### src/rtl/trs_pkg.sv
package trs_pkg;

    localparam int ADDR_W = 12;

    localparam logic [ADDR_W-1:0] OFS_DEPTH = 12'h004;
    localparam logic [ADDR_W-1:0] OFS_STAT  = 12'h00C;
    localparam logic [ADDR_W-1:0] OFS_RDATA = 12'h010;
    localparam logic [ADDR_W-1:0] OFS_RPTR  = 12'h014;
    localparam logic [ADDR_W-1:0] OFS_WPTR  = 12'h018;
    localparam logic [ADDR_W-1:0] OFS_TRIG  = 12'h01C;
    localparam logic [ADDR_W-1:0] OFS_CTRL  = 12'h020;
    localparam logic [ADDR_W-1:0] OFS_WDATA = 12'h024;
    localparam logic [ADDR_W-1:0] OFS_FSTAT = 12'h300;
    localparam logic [ADDR_W-1:0] OFS_FCTL  = 12'h304;

    localparam int FC_FMT  = 0;
    localparam int FC_MAN  = 6;
    localparam int FC_SFI  = 12;
    localparam int FC_STRG = 13;

    typedef enum logic [2:0] {
        ST_IDLE,
        ST_RUN,
        ST_POST,
        ST_FLUSH,
        ST_HALT
    } trs_state_e;

endpackage

### src/rtl/trs_ram.sv
module trs_ram #(
    parameter int PW = 6,
    parameter int DW = 32
) (
    input  logic          clk,
    input  logic          we,
    input  logic [PW-1:0] waddr,
    input  logic [DW-1:0] wdata,
    input  logic [PW-1:0] raddr,
    output logic [DW-1:0] rdata
);
    localparam int DEPTH = 1 << PW;

    logic [DW-1:0] mem [DEPTH];

    always_ff @(posedge clk) begin
        if (we) begin
            mem[waddr] <= wdata;
        end
    end

    assign rdata = mem[raddr];
endmodule

### src/rtl/trs_hostif.sv
module trs_hostif
    import trs_pkg::*;
#(
    parameter int PW = 6,
    parameter int CW = 16
) (
    input  logic              clk,
    input  logic              rst_n,
    input  logic              bus_sel,
    input  logic              bus_wr,
    input  logic [ADDR_W-1:0] bus_addr,
    input  logic [31:0]       bus_wdata,
    output logic [31:0]       bus_rdata,
    output logic              ctl_wr,
    output logic              wp_load,
    output logic              wd_push,
    output logic [PW-1:0]     rd_ptr,
    output logic [CW-1:0]     trig_cnt,
    output logic              stop_fi,
    output logic              stop_trig,
    output logic              flush_req,
    input  logic              flush_done,
    input  logic [31:0]       ram_rdata,
    input  logic [PW-1:0]     wr_ptr,
    input  logic              full,
    input  logic              cap_en,
    input  logic              halted
);
    localparam int DEPTH = 1 << PW;

    logic wr_acc, rd_acc, rp_load, trg_wr, fctl_wr, rd_strobe;
    logic fmt_en;
    logic wdata_unused;

    assign wdata_unused = ^bus_wdata;

    assign wr_acc    = bus_sel && bus_wr;
    assign rd_acc    = bus_sel && !bus_wr;
    assign ctl_wr    = wr_acc && (bus_addr == OFS_CTRL);
    assign wp_load   = wr_acc && (bus_addr == OFS_WPTR);
    assign wd_push   = wr_acc && (bus_addr == OFS_WDATA);
    assign rp_load   = wr_acc && (bus_addr == OFS_RPTR);
    assign trg_wr    = wr_acc && (bus_addr == OFS_TRIG);
    assign fctl_wr   = wr_acc && (bus_addr == OFS_FCTL);
    assign rd_strobe = rd_acc && (bus_addr == OFS_RDATA);

    always_ff @(posedge clk or negedge rst_n) begin
        if (!rst_n) begin
            rd_ptr    <= '0;
            trig_cnt  <= '0;
            fmt_en    <= 1'b0;
            stop_fi   <= 1'b0;
            stop_trig <= 1'b0;
            flush_req <= 1'b0;
        end else begin
            if (rp_load) begin
                rd_ptr <= bus_wdata[PW-1:0];
            end else if (rd_strobe) begin
                rd_ptr <= rd_ptr + 1'b1;
            end
            if (trg_wr) begin
                trig_cnt <= bus_wdata[CW-1:0];
            end
            if (fctl_wr) begin
                fmt_en    <= bus_wdata[FC_FMT];
                stop_fi   <= bus_wdata[FC_SFI];
                stop_trig <= bus_wdata[FC_STRG];
                flush_req <= bus_wdata[FC_MAN];
            end else if (flush_done) begin
                flush_req <= 1'b0;
            end
        end
    end

    always_comb begin
        bus_rdata = '0;
        unique case (bus_addr)
            OFS_DEPTH: bus_rdata = 32'(DEPTH);
            OFS_STAT:  bus_rdata[0] = full;
            OFS_RDATA: bus_rdata = ram_rdata;
            OFS_RPTR:  bus_rdata = 32'(rd_ptr);
            OFS_WPTR:  bus_rdata = 32'(wr_ptr);
            OFS_TRIG:  bus_rdata = 32'(trig_cnt);
            OFS_CTRL:  bus_rdata[0] = cap_en;
            OFS_FSTAT: bus_rdata[1] = halted;
            OFS_FCTL: begin
                bus_rdata[FC_FMT]  = fmt_en;
                bus_rdata[FC_MAN]  = flush_req;
                bus_rdata[FC_SFI]  = stop_fi;
                bus_rdata[FC_STRG] = stop_trig;
            end
            default:   bus_rdata = '0;
        endcase
    end


    rd_adv_chk: assert property (@(posedge clk) disable iff (!rst_n)
        rd_strobe |=> rd_ptr == $past(rd_ptr) + 1'b1);


    flush_clear_chk: assert property (@(posedge clk) disable iff (!rst_n)
        $fell(flush_req) |-> ($past(flush_done) || $past(fctl_wr)));
endmodule

### src/rtl/trs_ctrl.sv
module trs_ctrl
    import trs_pkg::*;
#(
    parameter int PW         = 6,
    parameter int CW         = 16,
    parameter int DW         = 32,
    parameter int FRAME_LOG2 = 2
) (
    input  logic          clk,
    input  logic          rst_n,
    input  logic          ctl_wr,
    input  logic          ctl_en_bit,
    input  logic          wp_load,
    input  logic [PW-1:0] wp_val,
    input  logic          wd_push,
    input  logic [DW-1:0] wd_val,
    input  logic          flush_req,
    input  logic          stop_fi,
    input  logic          stop_trig,
    input  logic [CW-1:0] trig_cnt,
    input  logic          tr_valid,
    input  logic [DW-1:0] tr_data,
    input  logic          trig_in,
    output logic          tr_ready,
    output logic          ram_we,
    output logic [PW-1:0] ram_waddr,
    output logic [DW-1:0] ram_wdata,
    output logic [PW-1:0] wr_ptr,
    output logic          full,
    output logic          cap_en,
    output logic          halted,
    output logic          flush_done
);
    localparam logic [PW-1:0] LAST = '1;

    trs_state_e state, state_n;
    logic [CW-1:0] remain, remain_n;
    logic [PW-1:0] wr_ptr_n;
    logic          full_n, cap_en_n;
    logic          host_hold, capt, accept, pad, aligned;

    // state register
    always_ff @(posedge clk or negedge rst_n) begin
        if (!rst_n) begin
            state <= ST_IDLE;
        end else begin
            state <= state_n;
        end
    end

    always_ff @(posedge clk or negedge rst_n) begin
        if (!rst_n) begin
            remain <= '0;
            wr_ptr <= '0;
            full   <= 1'b0;
            cap_en <= 1'b0;
        end else begin
            remain <= remain_n;
            wr_ptr <= wr_ptr_n;
            full   <= full_n;
            cap_en <= cap_en_n;
        end
    end

    // outputs
    always_comb begin
        host_hold  = ctl_wr || wp_load || wd_push;
        aligned    = (wr_ptr[FRAME_LOG2-1:0] == '0);
        capt       = (state == ST_RUN) || ((state == ST_POST) && (remain != '0));
        tr_ready   = capt && !host_hold && !flush_req;
        accept     = tr_valid && tr_ready;
        pad        = (state == ST_FLUSH) && !aligned && !host_hold;
        flush_done = (state == ST_FLUSH) && aligned && !host_hold;
        halted     = (state == ST_IDLE) || (state == ST_HALT);
        ram_we     = wd_push || pad || accept;
        ram_waddr  = wr_ptr;
        if (wd_push) begin
            ram_wdata = wd_val;
        end else if (pad) begin
            ram_wdata = '0;
        end else begin
            ram_wdata = tr_data;
        end
    end

    // next state
    always_comb begin
        state_n  = state;
        remain_n = remain;
        cap_en_n = cap_en;
        wr_ptr_n = ram_we ? wr_ptr + 1'b1 : wr_ptr;
        full_n   = full || (ram_we && (wr_ptr == LAST));
        if (ctl_wr) begin
            cap_en_n = ctl_en_bit;
            remain_n = '0;
            if (ctl_en_bit) begin
                state_n = ST_RUN;
                full_n  = 1'b0;
            end else begin
                state_n = ST_IDLE;
            end
        end else if (wp_load) begin
            wr_ptr_n = wp_val;
            full_n   = 1'b0;
            remain_n = '0;
            state_n  = cap_en ? ST_RUN : ST_IDLE;
        end else begin
            unique case (state)
                ST_IDLE: begin
                    if (flush_req) state_n = ST_FLUSH;
                end
                ST_RUN: begin
                    if (flush_req) begin
                        state_n = ST_FLUSH;
                    end else if (trig_in && stop_trig) begin
                        state_n  = ST_POST;
                        remain_n = trig_cnt;
                    end
                end
                ST_POST: begin
                    if (flush_req) begin
                        state_n = ST_FLUSH;
                    end else if (remain == '0) begin
                        state_n = ST_HALT;
                    end else if (accept) begin
                        remain_n = remain - 1'b1;
                    end
                end
                ST_FLUSH: begin
                    if (flush_done) begin
                        if (!cap_en)      state_n = ST_IDLE;
                        else if (stop_fi) state_n = ST_HALT;
                        else              state_n = ST_RUN;
                    end
                end
                ST_HALT: begin
                    if (flush_req) state_n = ST_FLUSH;
                end
            endcase
        end
    end


    full_wrap_chk: assert property (@(posedge clk) disable iff (!rst_n)
        $rose(full) |-> $past(wr_ptr) == LAST);


    post_count_chk: assert property (@(posedge clk) disable iff (!rst_n)
        (state == ST_POST && $past(state) == ST_POST && $past(tr_valid && tr_ready))
        |-> remain == $past(remain) - 1'b1);


    halt_block_chk: assert property (@(posedge clk) disable iff (!rst_n)
        (state == ST_HALT) |-> !tr_ready);


    flush_align_chk: assert property (@(posedge clk) disable iff (!rst_n)
        ($past(state) == ST_FLUSH && state != ST_FLUSH && !$past(host_hold))
        |-> wr_ptr[FRAME_LOG2-1:0] == '0);
endmodule

### src/rtl/trace_ring_sink.sv
module trace_ring_sink
    import trs_pkg::*;
#(
    parameter int DEPTH_LOG2 = 6,
    parameter int CNT_W      = 16,
    parameter int FRAME_LOG2 = 2
) (
    input  logic              clk,
    input  logic              rst_n,
    input  logic              bus_sel,
    input  logic              bus_wr,
    input  logic [ADDR_W-1:0] bus_addr,
    input  logic [31:0]       bus_wdata,
    output logic [31:0]       bus_rdata,
    input  logic              tr_valid,
    input  logic [31:0]       tr_data,
    output logic              tr_ready,
    input  logic              trig_in
);
    localparam int DW = 32;
    localparam int PW = DEPTH_LOG2;

    logic          ctl_wr, wp_load, wd_push;
    logic [PW-1:0] rd_ptr, wr_ptr, ram_waddr;
    logic [CNT_W-1:0] trig_cnt;
    logic          stop_fi, stop_trig, flush_req, flush_done;
    logic          full, cap_en, halted, ram_we;
    logic [DW-1:0] ram_rdata, ram_wdata;

    trs_hostif #(.PW(PW), .CW(CNT_W)) u_hostif (
        .clk(clk), .rst_n(rst_n),
        .bus_sel(bus_sel), .bus_wr(bus_wr), .bus_addr(bus_addr),
        .bus_wdata(bus_wdata), .bus_rdata(bus_rdata),
        .ctl_wr(ctl_wr), .wp_load(wp_load), .wd_push(wd_push),
        .rd_ptr(rd_ptr), .trig_cnt(trig_cnt),
        .stop_fi(stop_fi), .stop_trig(stop_trig), .flush_req(flush_req),
        .flush_done(flush_done), .ram_rdata(ram_rdata), .wr_ptr(wr_ptr),
        .full(full), .cap_en(cap_en), .halted(halted)
    );

    trs_ctrl #(.PW(PW), .CW(CNT_W), .DW(DW), .FRAME_LOG2(FRAME_LOG2)) u_ctrl (
        .clk(clk), .rst_n(rst_n),
        .ctl_wr(ctl_wr), .ctl_en_bit(bus_wdata[0]),
        .wp_load(wp_load), .wp_val(bus_wdata[PW-1:0]),
        .wd_push(wd_push), .wd_val(bus_wdata),
        .flush_req(flush_req), .stop_fi(stop_fi), .stop_trig(stop_trig),
        .trig_cnt(trig_cnt), .tr_valid(tr_valid), .tr_data(tr_data),
        .trig_in(trig_in), .tr_ready(tr_ready),
        .ram_we(ram_we), .ram_waddr(ram_waddr), .ram_wdata(ram_wdata),
        .wr_ptr(wr_ptr), .full(full), .cap_en(cap_en), .halted(halted),
        .flush_done(flush_done)
    );

    trs_ram #(.PW(PW), .DW(DW)) u_ram (
        .clk(clk), .we(ram_we), .waddr(ram_waddr), .wdata(ram_wdata),
        .raddr(rd_ptr), .rdata(ram_rdata)
    );
endmodule

### config.mk
export PLATFORM = sky130hd
export DESIGN_NAME = trace_ring_sink
export DESIGN_NICKNAME = d
export VERILOG_FILES = /design/src/rtl/trs_pkg.sv /design/src/rtl/trs_ram.sv /design/src/rtl/trs_hostif.sv /design/src/rtl/trs_ctrl.sv /design/src/rtl/trace_ring_sink.sv
export SDC_FILE = /design/constraint.sdc
export NUM_CORES = 2
export LEC_CHECK = 0
export ABC_AREA = 0
export CAP_MARGIN = 25
export CORE_AREA = 2 2 426 428
export CTS_CLUSTER_DIAMETER = 200
export CTS_CLUSTER_SIZE = 30
export DETAILED_ROUTE_END_ITERATION = 8
export DIE_AREA = 0 0 428 430
export GPL_ROUTABILITY_DRIVEN = 0
export SLEW_MARGIN = 30
export SYNTH_ARGS = -nofsm -noshare
export SYNTH_HDL_FRONTEND = slang
export SYNTH_SLANG_ARGS = --single-unit
### constraint.sdc
create_clock -name clk -period 4.6 [get_ports clk]
set_clock_uncertainty 0.2 [all_clocks]
set_input_delay 0.46 -clock clk [delete_from_list [all_inputs] [get_ports clk]]
set_output_delay 0.46 -clock clk [all_outputs]
set_load 0.005 [all_outputs]
==> impl_metrics.tcl <==
set metrics [dict create \
    async_flop_share_pct 2.52 \
    first_pass_iters 7 \
    chipWidth_um 428 \
    routedWlPerCell_um 34.7 \
    finalCriticalPeriod_ps 4530 \
    multi_input_area_um2 19300 \
    slowest_stage "dfrtp_4" \
    syn_area_um2 82000 \
    postRouteAntennaNets 0 \
    placedInstanceArea_um2 89700 \
    syn-instance-count 3849 \
    grt_max_degree 67 \
    ys_types 71 \
    core_um2 180000 \
    seq_area_frac_synth_pct 76.6 \
    fillers 13800 \
    setup_violations 0 \
    power_mw 35.0 \
    utilization_pct 52.0 \
    drc 0 \
    dp.cells 6450 \
    cp_max_fo 7 \
    crit_chain "buf_12, buf_16, buf_16, buf_6, buf_4, mux4_2, mux4_2, nand2_4, o211ai_1, buf_4, clkdlybuf4s50_1" \
    cts_tree "yes" \
    initial_core_util_pct 45.6 \
    antenna_found_initial 7 \
    syn_nets 3935 \
    grtUsageTotal_pct 24.8 \
    dp_hpwl_um 136000 \
    pin_count 115 \
    yosysMostFrequentCell "edfxtp_1" \
    crit_buf_inv 7 \
    cts-root-buf "clkbuf_16" \
    criticalPathCategory "reg -> out" \
    synth_top_area_share_pct 75.0 \
    finalInstanceArea_um2 93500 \
    cp_data_arrival_time_ps 3870 \
    row_count 156 \
    avgSynthCellArea_um2 21.3 \
    dieArea_um2 184000 \
    clk_pin_slew_ps 110 \
    cts_buffers 80 \
    viasPerCell 6.32 \
    clock_path_buffers 3 \
    cts_sinks 2101 \
    p_leak_nw 28.2 \
    critPathTopFamily "buffers and inverters" \
    power_density_nw_per_um2 374 \
    fmax_ghz 0.221 \
    grt_pass1_vias 40700 \
    die_h_um 430 \
    post-place-ws_ps -154 \
    timing.hold.ws_ps 191 \
    fin_setup_tns_ps 0 \
    critPathLaunchType "register" \
    synth_ff_type "edfxtp_1" \
    ff_latch_area_um2 62800 \
    ys_ff_latch 2101 \
    finalHoldViolCount 0 \
    wirelength_um 230000 \
    maxCapViolCount 0 \
    initialDrtViolationCount 6186 \
    layout-drive-gt1-share_pct 28.6 \
    synth_top_area_cell "edfxtp_1" \
    fin_crit_sh_pct 98.4 \
    ys_warn_count 0 \
    end_kind "primary output" \
    crit_path_max_incr_delay_ps 540 \
    synth_common_cells "edfxtp_1, mux4_2, mux2i_1, clkbuf_1, nor2_1" \
    grt_pass1_wl_um 322000 \
    numPortBuffers 114 \
    peakVddDrop_mv 0.341 \
    final_cell_count_no_fill 6632 \
    vias 41900 \
    synthTopCellsByArea "edfxtp_1, mux4_2, mux2i_1, dfrtp_1, a22o_1" \
    relSlewSlack_pct 33.1 \
    fin_ws_ps 74.8 \
    slew_viol_final 0 \
    rsz0062_at_grt "true" \
    clk_latency_ps 750 \
    tightest_slew_ps 1000 \
    status "finished, final reports clean" \
    cp_data_required_time_ps 3940 \
    syn2layout_area_growth_pct 13.9 \
    final_nets 4310 \
    hp-class "in -> reg" \
    grt_overflow 0 \
    htree_levels 3 \
    synth_edf_count 2048 \
]
-- report_power, final --
| group | total [mW] | switching [mW] | internal, mW |
|---|---|---|---|
| combinational | 3.46 | 2.54 | 0.920 |
| clock | 8.99 | 5.65 | 3.34 |
| sequential | 22.5 | 0.206 | 22.3 |
| total | 35.0 | 8.39 | 26.6 |
-- registers in the layout, indices dropped and copies added (netlist names) --
| register | cells |
|---|---|
| u_ram.mem | 2048 |
| u_ctrl.remain | 16 |
| u_hostif.trig_cnt | 16 |
| u_ctrl.ram_waddr | 6 |
| u_hostif.rd_ptr | 6 |
| u_ctrl.state | 3 |
| u_ctrl.cap_en | 1 |
| u_ctrl.full | 1 |
| u_hostif.flush_req | 1 |
| u_hostif.fmt_en | 1 |
| u_hostif.stop_fi | 1 |
| u_hostif.stop_trig | 1 |
-- path summary, 6_finish.rpt --
check | start | to | slack (ps) | cells after the start
worst max-delay path | u_hostif.rd_ptr[0] | bus_rdata[16] | 70 | 11
worst min-delay path | bus_wdata[10] | u_hostif.trig_cnt[10] | 190 | 2
worst max register to register | u_ctrl.ram_waddr[0] | u_ram.mem[11][17] | 1090 | 9
worst min register to register | u_hostif.fmt_en | u_hostif.fmt_en | 350 | 1
max in group asynchronous | rst_n | u_hostif.rd_ptr[4] | 3430 | 3
min in group asynchronous | rst_n | u_ctrl.state[1] | 200 | 3
-- placed cells by master (no fill, tap or decap), drive strengths merged, types with 32 or more instances in the layout --
| master | netlist | layout |
|---|---|---|
| clkdlybuf4s50 | 0 | 95 |
| a22o | 65 | 65 |
| a221oi | 41 | 41 |
| a21oi | 65 | 65 |
| mux2 | 35 | 35 |
| dfrtp | 53 | 53 |
| mux4 | 474 | 474 |
| mux2i | 193 | 193 |
| edfxtp | 2048 | 2048 |
| nand2 | 63 | 63 |
| nor2 | 108 | 108 |
| clkbuf | 119 | 111 |
| buf | 117 | 409 |
| nor4 | 32 | 32 |
| a211oi | 39 | 39 |
| nor2b | 40 | 40 |
-- worst reg2reg max path: stages, from the launching register on --
cell	delay, ps
dfrtp_1	540
inv_1	160
ha_1	320
nand2b_1	180
a21oi_1	260
a211o_1	410
nand4_1	190
buf_4	220
nor2_4	380
buf_12	290
-- cell type report --
cell class	instances	share of cell area [%]
Multi-Input combinational cell	1496	20.7
Tap cell	2370	3.17
Sequential cell	2101	67.2
Antenna cell	2	0.00535
Inverter	16	0.0669
Clock inverter	7	0.116
Clock buffer	111	2.29
Timing Repair Buffer	529	6.41
-- per-layer routing --
layer	vias up	wire length [µm]	GRT usage [%]
met4	0	7180	6.84
met2	1693	112000	40.5
met5	-	0	0
met3	252	15400	3.25
li1	17000	-	-
met1	23000	95300	35.3
-- timing repair --
| action | 4_1_cts | 5_1_grt |
|---|---|---|
| setup endpoints to repair | 32 | 21 |
| hold buffers | 1 | 0 |
| pin swaps | 14 | 10 |
| buffers inserted | 41 | 15 |
| gates cloned | 7 | 0 |
| hold endpoints to repair | 53 | 0 |
| gates resized for setup | 132 | 41 |
-- logic make-up after synthesis --
kind of cell / share of synthesized area (%)
AND/OR/NAND/NOR: 2.26
multiplexers: 15.9
buffers and inverters: 1.26
adder cells (fa/ha/maj): 0.0610
flip-flops: 76.6
XOR/XNOR: 0.0107
AO/OA/AOI/OAI: 3.96
Note: power is estimated with default switching activity, not from simulation.
